**config.mk**
```make
export PLATFORM = sky130hd
export DESIGN_NAME = lpm_clock_ctrl
export DESIGN_NICKNAME = d
export VERILOG_FILES = /design/src/rtl/lpm_pkg.sv /design/src/rtl/lpm_status_reg.sv /design/src/rtl/lpm_mode_decode.sv /design/src/rtl/lpm_req_promote.sv /design/src/rtl/lpm_gate_gen.sv /design/src/rtl/lpm_clock_ctrl.sv
export SDC_FILE = /design/constraint.sdc
export NUM_CORES = 1
export LEC_CHECK = 0
export ABC_AREA = 1
export BUFFER_PORTS_ARGS = -buffer_cell sky130_fd_sc_hd__buf_2
export CAP_MARGIN = 20
export CORE_ASPECT_RATIO = 1.2
export CORE_UTILIZATION = 30
export CTS_CLUSTER_SIZE = 28
export DETAILED_ROUTE_END_ITERATION = 8
export PLACE_DENSITY = 0.64
export SLEW_MARGIN = 30
export SYNTH_ARGS = -nofsm -noshare
export SYNTH_HDL_FRONTEND = slang
export SYNTH_SLANG_ARGS = --single-unit
```
**constraint.sdc**
```tcl
create_clock -name clk -period 1.7 [get_ports clk]
set_input_delay 0.17 -clock clk [delete_from_list [all_inputs] [get_ports clk]]
set_output_delay 0.17 -clock clk [all_outputs]
set_load 0.01 [all_outputs]
```
**src/rtl/lpm_pkg.sv**
```systemverilog
package lpm_pkg;
  localparam int SR_W   = 4;
  localparam int MODE_W = 3;

  // status bit positions
  localparam int B_CPU  = 0;
  localparam int B_OSC  = 1;
  localparam int B_GRP0 = 2;
  localparam int B_GRP1 = 3;

  typedef enum logic [MODE_W-1:0] {
    M_ACT = 3'd0,
    M_S0  = 3'd1,
    M_S1  = 3'd2,
    M_S2  = 3'd3,
    M_S3  = 3'd4,
    M_S4  = 3'd5,
    M_OFF = 3'd6
  } mode_t;

  typedef struct packed {
    logic cpu;
    logic main;
    logic aux;
    logic sub;
    logic osc;
    logic bias;
    logic reg_on;
    logic rtc;
  } gate_t;

  localparam gate_t GATE_RESET = '{cpu: 1'b1, main: 1'b1, aux: 1'b1, sub: 1'b1,
                                   osc: 1'b0, bias: 1'b0, reg_on: 1'b1, rtc: 1'b0};
endpackage

```
**src/rtl/lpm_status_reg.sv**
```systemverilog
module lpm_status_reg #(
  parameter int W = lpm_pkg::SR_W
) (
  input  logic         clk,
  input  logic         rst,
  input  logic         load,
  input  logic [W-1:0] din,
  input  logic         wake,
  output logic [W-1:0] q
);
  always_ff @(posedge clk) begin
    if (rst) begin
      q <= '0;
    end else if (wake) begin
      q <= '0;
    end else if (load) begin
      q <= din;
    end
  end

  AST_WAKE_CLEARS: assert property (@(posedge clk) disable iff (rst)
    wake |=> (q == '0));
endmodule

```
**src/rtl/lpm_mode_decode.sv**
```systemverilog
module lpm_mode_decode
  import lpm_pkg::*;
#(
  parameter int W = SR_W
) (
  input  logic [W-1:0] sr,
  output mode_t        req_mode,
  output logic         undef
);
  logic cpu_off, osc_off;
  logic [1:0] grp;

  assign cpu_off = sr[B_CPU];
  assign osc_off = sr[B_OSC];
  assign grp     = {sr[B_GRP1], sr[B_GRP0]};

  always_comb begin
    req_mode = M_ACT;
    undef    = 1'b0;
    if (!cpu_off) begin
      // CPU running: anything else set is not a defined pattern
      req_mode = M_ACT;
      undef    = (grp != 2'b00) || osc_off;
    end else if (osc_off && (grp == 2'b11)) begin
      req_mode = M_S4;
    end else begin
      undef = osc_off;
      case (grp)
        2'b00:   req_mode = M_S0;
        2'b01:   req_mode = M_S1;
        2'b10:   req_mode = M_S2;
        default: req_mode = M_S3;
      endcase
    end
  end
endmodule

```
**src/rtl/lpm_req_promote.sv**
```systemverilog
module lpm_req_promote
  import lpm_pkg::*;
#(
  parameter int N_AUX = 2,
  parameter int N_SUB = 2
) (
  input  mode_t            req_mode,
  input  logic [N_AUX-1:0] req_aux,
  input  logic [N_SUB-1:0] req_sub,
  input  logic             reg_off,
  output mode_t            eff_mode
);
  logic any_aux, any_sub;

  assign any_aux = |req_aux;
  assign any_sub = |req_sub;

  always_comb begin
    eff_mode = req_mode;
    if (any_sub) begin
      case (req_mode)
        M_S2:       eff_mode = M_S0;
        M_S3, M_S4: eff_mode = M_S1;
        default:    eff_mode = req_mode;
      endcase
    end else if (any_aux) begin
      if (req_mode == M_S4) eff_mode = M_S3;
    end else if ((req_mode == M_S4) && reg_off) begin
      eff_mode = M_OFF;
    end
  end
endmodule

```
**src/rtl/lpm_gate_gen.sv**
```systemverilog
module lpm_gate_gen
  import lpm_pkg::*;
#(
  parameter bit ALLOW_RTC = 1'b1
) (
  input  logic  clk,
  input  logic  rst,
  input  mode_t eff_mode,
  input  logic  undef_in,
  input  logic  subclk_off,
  input  logic  src_aux,
  input  logic  src_main,
  input  logic  src_sub,
  input  logic  rtc_keep,
  output gate_t gate_q,
  output mode_t mode_q,
  output logic  undef_q
);
  gate_t g;
  logic  sub_live;
  logic  rtc_allowed;

  assign sub_live = ~subclk_off;

  generate
    if (ALLOW_RTC) begin : g_rtc
      assign rtc_allowed = rtc_keep;
    end else begin : g_nortc
      assign rtc_allowed = 1'b0;
    end
  endgenerate

  always_comb begin
    g = '{cpu: 1'b0, main: 1'b0, aux: 1'b0, sub: 1'b0,
          osc: 1'b0, bias: 1'b0, reg_on: 1'b1, rtc: 1'b0};
    case (eff_mode)
      M_ACT: begin
        g.cpu  = 1'b1;
        g.main = 1'b1;
        g.aux  = 1'b1;
        g.sub  = sub_live;
        g.osc  = src_aux | src_main | (src_sub & sub_live);
        g.bias = g.osc | src_main | (src_sub & sub_live);
      end
      M_S0, M_S1: begin
        g.aux  = 1'b1;
        g.sub  = sub_live;
        g.osc  = src_aux | (src_sub & sub_live);
        g.bias = g.osc | src_main | (src_sub & sub_live);
      end
      M_S2, M_S3: begin
        g.aux  = 1'b1;
        g.osc  = src_aux;
        g.bias = g.osc;
      end
      M_OFF: begin
        g.reg_on = 1'b0;
        g.rtc    = rtc_allowed;
      end
      default: begin
        g.reg_on = 1'b1;
      end
    endcase
  end

  always_ff @(posedge clk) begin
    if (rst) begin
      gate_q  <= GATE_RESET;
      mode_q  <= M_ACT;
      undef_q <= 1'b0;
    end else begin
      gate_q  <= g;
      mode_q  <= eff_mode;
      undef_q <= undef_in;
    end
  end

  AST_REGOFF_ALL_STOP: assert property (@(posedge clk) disable iff (rst)
    !gate_q.reg_on |-> !(gate_q.cpu | gate_q.main | gate_q.aux | gate_q.sub | gate_q.osc));
endmodule

```
**src/rtl/lpm_clock_ctrl.sv**
```systemverilog
module lpm_clock_ctrl
  import lpm_pkg::*;
#(
  parameter int N_AUX_REQ = 2,
  parameter int N_SUB_REQ = 2,
  parameter bit ALLOW_RTC = 1'b1
) (
  input  logic                 clk,
  input  logic                 rst,
  input  logic [SR_W-1:0]      sr_in,
  input  logic                 sr_load,
  input  logic                 wake,
  input  logic                 subclk_off,
  input  logic                 src_aux,
  input  logic                 src_main,
  input  logic                 src_sub,
  input  logic [N_AUX_REQ-1:0] req_aux,
  input  logic [N_SUB_REQ-1:0] req_sub,
  input  logic                 reg_off,
  input  logic                 rtc_keep,
  output logic [SR_W-1:0]      sr_q,
  output logic                 cpu_clk_en,
  output logic                 main_clk_en,
  output logic                 aux_clk_en,
  output logic                 sub_clk_en,
  output logic                 osc_en,
  output logic                 osc_bias_en,
  output logic                 reg_en,
  output logic                 rtc_en,
  output logic [MODE_W-1:0]    act_mode,
  output logic                 mode_undef
);
  mode_t req_mode, eff_mode, mode_q;
  logic  undef_c;
  gate_t gate_q;

  lpm_status_reg #(.W(SR_W)) u_sr (
    .clk(clk), .rst(rst), .load(sr_load), .din(sr_in), .wake(wake), .q(sr_q)
  );

  lpm_mode_decode #(.W(SR_W)) u_dec (
    .sr(sr_q), .req_mode(req_mode), .undef(undef_c)
  );

  lpm_req_promote #(.N_AUX(N_AUX_REQ), .N_SUB(N_SUB_REQ)) u_prom (
    .req_mode(req_mode), .req_aux(req_aux), .req_sub(req_sub),
    .reg_off(reg_off), .eff_mode(eff_mode)
  );

  lpm_gate_gen #(.ALLOW_RTC(ALLOW_RTC)) u_gate (
    .clk(clk), .rst(rst), .eff_mode(eff_mode), .undef_in(undef_c),
    .subclk_off(subclk_off), .src_aux(src_aux), .src_main(src_main),
    .src_sub(src_sub), .rtc_keep(rtc_keep),
    .gate_q(gate_q), .mode_q(mode_q), .undef_q(mode_undef)
  );

  assign cpu_clk_en  = gate_q.cpu;
  assign main_clk_en = gate_q.main;
  assign aux_clk_en  = gate_q.aux;
  assign sub_clk_en  = gate_q.sub;
  assign osc_en      = gate_q.osc;
  assign osc_bias_en = gate_q.bias;
  assign reg_en      = gate_q.reg_on;
  assign rtc_en      = gate_q.rtc;
  assign act_mode    = mode_q;

  AST_CPU_NEEDS_AUX: assert property (@(posedge clk) disable iff (rst)
    cpu_clk_en |-> aux_clk_en);

  AST_PROMOTE_SHALLOW: assert property (@(posedge clk) disable iff (rst)
    (eff_mode <= req_mode) || ((eff_mode == M_OFF) && (req_mode == M_S4)));

  AST_SUBREQ_KEEPS_SUB: assert property (@(posedge clk) disable iff (rst)
    ((|req_sub) && !subclk_off) |=> sub_clk_en);

  AST_AUXREQ_KEEPS_AUX: assert property (@(posedge clk) disable iff (rst)
    (|req_aux) |=> aux_clk_en);
endmodule

```
# [Word level (Yosys, flattened, before mapping)]
# Cells that the tools add are included.
[classes] n_addsub=0 n_mul=0 div=0 magnitude_cmp=0 eq_ne=11 shift=0 mux=15 n_bitwise=10 n_reduce_logical=15
[ops] op="2-to-1 mux 3 bit" n=6
[ops] op="OR reduction 2 bit" n=7
[ops] op="equality test 3 bit (second input constant)" n=4
[ops] op="equality test 3 x 2 -> 1 bit (second input constant)" n=3
[ops] op="one-hot mux 3 bit (3 select lines)" n=1
[ops] op="bitwise OR 1 bit" n=7
[ops] op="one-hot mux 2 bit (3 select lines)" n=1
[ops] op="one-hot mux 3 bit (2 select lines)" n=1
[ops] op="2-to-1 mux 1 bit" n=5
[ops] op="OR reduction 5 bit" n=1
[ops] op="equality test 2 bit (second input constant)" n=2
[ops] op="equality test 3 x 1 -> 1 bit (second input constant)" n=1
[ops] op="zero test 3 bit" n=1
[ops] op="OR reduction 3 bit" n=1
[ops] op="equality test 2 x 1 -> 1 bit (second input constant)" n=1
[ops] op="logical AND 1 bit" n=2
[ops] op="zero test 2 bit" n=1
[ops] op="2-to-1 mux 2 bit" n=1
[ops] op="inverter 1 bit" n=2
[ops] op="nonzero test 2 bit" n=1
[ops] op="AND 1 bit" n=1
[ops] op="logical OR 1 bit" n=1
[word_totals] register_bits=16 latch_bits=0 ramBits=0 mem_bits_ro=0 in_bits=18 elab_cells=62 n_memories=0

# [Longest topological paths before layout]
[logic_depth] ltp_word=12 depth_mapped=15

# [Cells and area by module]
# From an unflattened synthesis, not the netlist that was laid out.
[unflattened] cells_unflattened=118 area_unflattened_um2=769.5
[modules_own_cells] module="lpm_gate_gen" n_inst=1 cells_each=53 area_per_inst_um2=400.4
[modules_own_cells] module="lpm_status_reg" n_inst=1 cells_each=26 area_per_inst_um2=177.7
[modules_own_cells] module="lpm_mode_decode" n_inst=1 cells_each=20 area_per_inst_um2=106.4
[modules_own_cells] module="lpm_req_promote" n_inst=1 cells_each=19 area_per_inst_um2=85.1

# [Least setup slack after synthesis]
# No wires, ideal clock.
[synth_timing] path_type="reg2reg" from="register u_sr.q[2]" to="register u_gate.gate_q[2] (netlist name)" t_arrival_ps=1560 required_ps=1591 setup_slack_ps=31 stages_incl_launch_ff=15 n_path_buf=0 cell_sequence="dfxtp_1 > inv_1 > ha_1 > inv_1 > nand4_1 > nor2_1 > nand2_1 > nand2_2 > nand2_4 > nand2_4 > nand2_2 > nand3_2 > nand3_1 > nand2_1 > inv_1"
[synth_via] elab_chain_len=12 word_cells_on_any_way=26
[synth_rtl] item="from (decl)" line="lpm_status_reg.sv:9" source="output logic [W-1:0] q"
[synth_rtl] item="from (signal assigned)" line="lpm_status_reg.sv:17" source="q <= din;"
[synth_rtl] item="equality test 2 bit, or another cell as far along" line="lpm_mode_decode.sv:28" source="case (grp)"
[synth_rtl] item="one-hot mux 3 bit (3 select lines) / logical AND 1 bit (equally long branches)" line="lpm_mode_decode.sv:28, lpm_mode_decode.sv:24"
[synth_rtl] item="2-to-1 mux 3 bit (*)" line="lpm_mode_decode.sv:24" source="end else if (osc_off && (grp == 2'b11)) begin"
[synth_rtl] item="2-to-1 mux 3 bit (*)" line="lpm_mode_decode.sv:20" source="if (!cpu_off) begin"
[synth_rtl] item="equality test 3 bit" line="lpm_req_promote.sv:21, lpm_req_promote.sv:27, lpm_req_promote.sv:28"
[synth_rtl] item="logical AND 1 bit" line="lpm_req_promote.sv:28" source="end else if ((req_mode == M_S4) && reg_off) begin"
[synth_rtl] item="2-to-1 mux 3 bit" line="lpm_req_promote.sv:28"
[synth_rtl] item="2-to-1 mux 3 bit" line="lpm_req_promote.sv:26" source="end else if (any_aux) begin"
[synth_rtl] item="2-to-1 mux 3 bit (*)" line="lpm_req_promote.sv:20" source="if (any_sub) begin"
[synth_rtl] item="equality test 3 x 2 -> 1 bit, or another cell as far along" line="lpm_gate_gen.sv:36" source="case (eff_mode)"
[synth_rtl] item="OR reduction 2 bit, on equally long branches"
[synth_rtl] item="one-hot mux 2 bit (3 select lines) (*)" line="lpm_gate_gen.sv:36"
# Every way passes the cells marked *; elsewhere a longest branch is shown, timed or not.
# A chain may end at the register's enable or synchronous reset.

# [Final worst setup path]
[layout_timing] from="register u_sr.q[2]" to="register u_gate.gate_q[3] (netlist name)"
[layout_via] elab_chain_len=12 word_cells_on_any_way=26
[layout_rtl] item="equality test 2 bit, or another cell as far along" line="lpm_mode_decode.sv:28"
[layout_rtl] item="one-hot mux 3 bit (3 select lines) / logical AND 1 bit (equally long branches)" line="lpm_mode_decode.sv:28, lpm_mode_decode.sv:24"
[layout_rtl] item="2-to-1 mux 3 bit (*)" line="lpm_mode_decode.sv:24"
[layout_rtl] item="2-to-1 mux 3 bit (*)" line="lpm_mode_decode.sv:20"
[layout_rtl] item="equality test 3 bit" line="lpm_req_promote.sv:21, lpm_req_promote.sv:27, lpm_req_promote.sv:28"
[layout_rtl] item="logical AND 1 bit" line="lpm_req_promote.sv:28"
[layout_rtl] item="2-to-1 mux 3 bit" line="lpm_req_promote.sv:28"
[layout_rtl] item="2-to-1 mux 3 bit" line="lpm_req_promote.sv:26"
[layout_rtl] item="2-to-1 mux 3 bit (*)" line="lpm_req_promote.sv:20"
[layout_rtl] item="equality test 3 x 2 -> 1 bit, or another cell as far along" line="lpm_gate_gen.sv:36"
[layout_rtl] item="OR reduction 2 bit, on equally long branches"
[layout_rtl] item="one-hot mux 2 bit (3 select lines) (*)" line="lpm_gate_gen.sv:36"
# Marks and branches as above.

==> reports/metrics.csv <==
metric,value,unit
run status,"finished, final reports clean",
crit path DAT,1.84,ns
clock sinks,15,
count of cell types in the netlist,18,
Reg-to-Reg End,u_gate.gate_q[3],
Ant. Diodes,0,
P_leak,0.0005281,uW
DR vias,753,
sequential area share after synthesis,41.81,%
total grt overflow,0,
kind of critical path,reg2reg,
Clock Tree Buf Depth,2,
RePlAce Congestion,0.8520,
drt pass-1 iters,4,
worst-skew pair later-pin latency,0.28,ns
RSZ-0062 raised after global routing,yes,
I/O pins,34,
IO buf count,33,
Worst VDD drop,565.9,uV
Syn Nets,116,
Power Density,685.6,nW/um^2
Post-Syn Instances,95,
cell family with most CP delay,simple AND/OR/NAND/NOR gates,
Worst Skew,0.0007504,ns
Hold WS,0.07138,ns
antenna violations before repair,0,
CTS tree,built,
Final Max Tran Viols,0,
Hold Path Stages,2,
row count,19,
Max-Cap Viols,0,
required time of the critical path,1.89,ns
HP Class,in2reg,
fin nets,156,
largest net degree at the start of global routing,10,
fraction of layout cells with a size suffix above 1,46.27,%
root buffer cell,clkbuf_4,
Critical-path top delay cell,dfxtp_4,
Synth Cell Area,718.2,um^2
Tmin final,1.653,ns
synthesis-stage register bit count,15,
fmax,604.9,MHz
Area Growth Syn to Fin,42.51,%
post-route ant nets,0,
Via-to-Cell Ratio,4.564,
DP HPWL,1.215,mm
Slew Limit Headroom,72.08,%
Reg2Reg Depth,16,
first-pass GRT wire length,2.484,mm
Worst Hold End,u_gate.gate_q[4],
fin crit share,97.24,%
R2R Path Start,u_sr.q[2],
Fin. Hold Viols,0,
startpoint types,flop,
CP Cell Sequence,inv_4 > buf_6 > ha_4 > inv_2 > nand2_1 > nor2_1 > nor2_2 > nand2_1 > nand2_2 > nand2_4 > nand2_4 > nand2_2 > nand3_2 > nand3_2 > nand2_1 > inv_1,
Remaining DRCs,0,
reg2reg setup slack,0.05,ns
crit path capture type,flop,
WL per Instance,9.533,um
Die Ht,55.60,um
final wirelength,1.573,mm
CTS H-tree lvls,1,
initial core utilization,31.47,%
# setup viols final,0,
vias in the first global route,636,
Die X,46.67,um
CP bufs+invs,4,
most used cell along the critical path,nand2_1,
clock slew at reported path FFs,0.09,ns
core area,2282,um^2
Ys Warns,0,
Syn Area/Cell,7.560,um^2
startpoint of the worst hold path,subclk_off,
Filler Cell Count,251,
"Hold-fix buffers, CTS",0,
CTS buffer count,3,
Slew @ Worst Pin,0.4160,ns
Worst path max stage delay,0.37,ns
pre-CTS setup slack,-0.005488,ns
initial DRC count,15,
CP max FO,5,
setup_tns,0,ns
"Worst Setup Slack, final",0.04693,ns
die area,2595,um^2
GRT Overall Usage,12.61,%
==> power by group <==
part	internal [uW]	total, uW	switching (uW)
logic	57.5	132	74.3
clock network	87.3	198	111
registers	364	371	7.19
==> registers in the layout (all words and copies together), names as in the netlist <==
| register | count |
|---|---|
| u_gate.gate_q | 7 |
| u_gate.mode_q | 3 |
| u_gate.undef_q | 1 |
| u_sr.q | 4 |
==> through the flow <==
stage	cell area, um^2	utilization [%]	power, uW	instances
2_1_floorplan	718.2	-	448.5	95
3_3_place_gp	922.1	40.41	493.4	159
3_5_place_dp	922.1	40.41	496.3	159
4_1_cts	952.2	41.72	697.1	163
5_1_grt	1023	44.85	746.2	165
6_report	1023	44.85	701.7	165
==> area by class of cell <==
type | instances | area (um^2) | area share [%]
Clock buffer | 3 | 22.52 | 2.200
Inverter | 20 | 80.08 | 7.824
Sequential cell | 15 | 307.8 | 30.07
Multi-Input combinational cell | 59 | 377.9 | 36.92
Tap cell | 31 | 38.79 | 3.790
Clock inverter | 1 | 5.005 | 0.4890
Timing Repair Buffer | 36 | 191.4 | 18.70
==> cells in the final DEF (no fill, tap or decap), drive strengths merged <==
cell type	count
a21oi	6
buf	36
clkbuf	3
clkinv	1
dfxtp	15
ha	3
inv	20
nand2	16
nand3	6
nand4	5
nor2	12
nor3	1
o21ai	9
or2	1
==> logic make-up (layout without fill, tap and decap cells) <==
logic type,count (synthesis),count (layout),share of synthesized area [%]
adder cells (fa/ha/maj),3,3,5.227
AO/OA/AOI/OAI,15,15,10.45
AND/OR/NAND/NOR,41,41,30.66
flip-flops,15,15,41.81
buffers and inverters,21,60,11.85
==> synthesized netlist by cell type <==
cell | count | share of area [%]
inv_1 | 19 | 9.9
dfxtp_1 | 15 | 42
nor2_1 | 11 | 5.7
nand2_1 | 10 | 5.2
a21oi_1 | 6 | 4.2
nand4_1 | 5 | 4.4
o21ai_0 | 5 | 3.5
nand2_2 | 4 | 3.5
nand3_1 | 4 | 2.8
o21ai_1 | 4 | 2.8
ha_1 | 3 | 5.2
nand2_4 | 2 | 3.1
nand3_2 | 2 | 2.8
buf_4 | 1 | 1.0
inv_4 | 1 | 0.87
nor2_4 | 1 | 1.6
nor3_1 | 1 | 0.70
or2_2 | 1 | 0.87
==> routing by layer <==
metal / GRT usage, % / vias to the layer above / wire (um)
met3: 4.870 / 0 / 132
met4: 2.041 / 0 / 0
met2: 21.03 / 42 / 802
met5: 0 / - / 0
met1: 15.13 / 334 / 638
li1: - / 377 / -
==> what timing repair did <==
item | in CTS | in global routing
hold endpoints to repair | 0 | 0
resized for setup | 2 | 15
buffers inserted | 0 | 2
endpoints found under the setup margin | 2 | 3
pin swaps | 0 | 8
==> worst max path at each step <==
stage | startpoint | to | slack (ns) | cells after the start
global placement | u_sr.q[3] | u_gate.gate_q[2] | 0.07 | 14
finish | u_sr.q[2] | u_gate.gate_q[3] | 0.05 | 16
detailed placement | u_sr.q[2] | u_gate.gate_q[3] | -0.005 | 14
global route | u_sr.q[3] | u_gate.gate_q[3] | -0.1 | 14
floorplan | u_sr.q[2] | u_gate.gate_q[2] | 0.03 | 14
CTS | u_sr.q[2] | u_gate.gate_q[3] | 0.02 | 14
(Power assumes the default switching activity.)
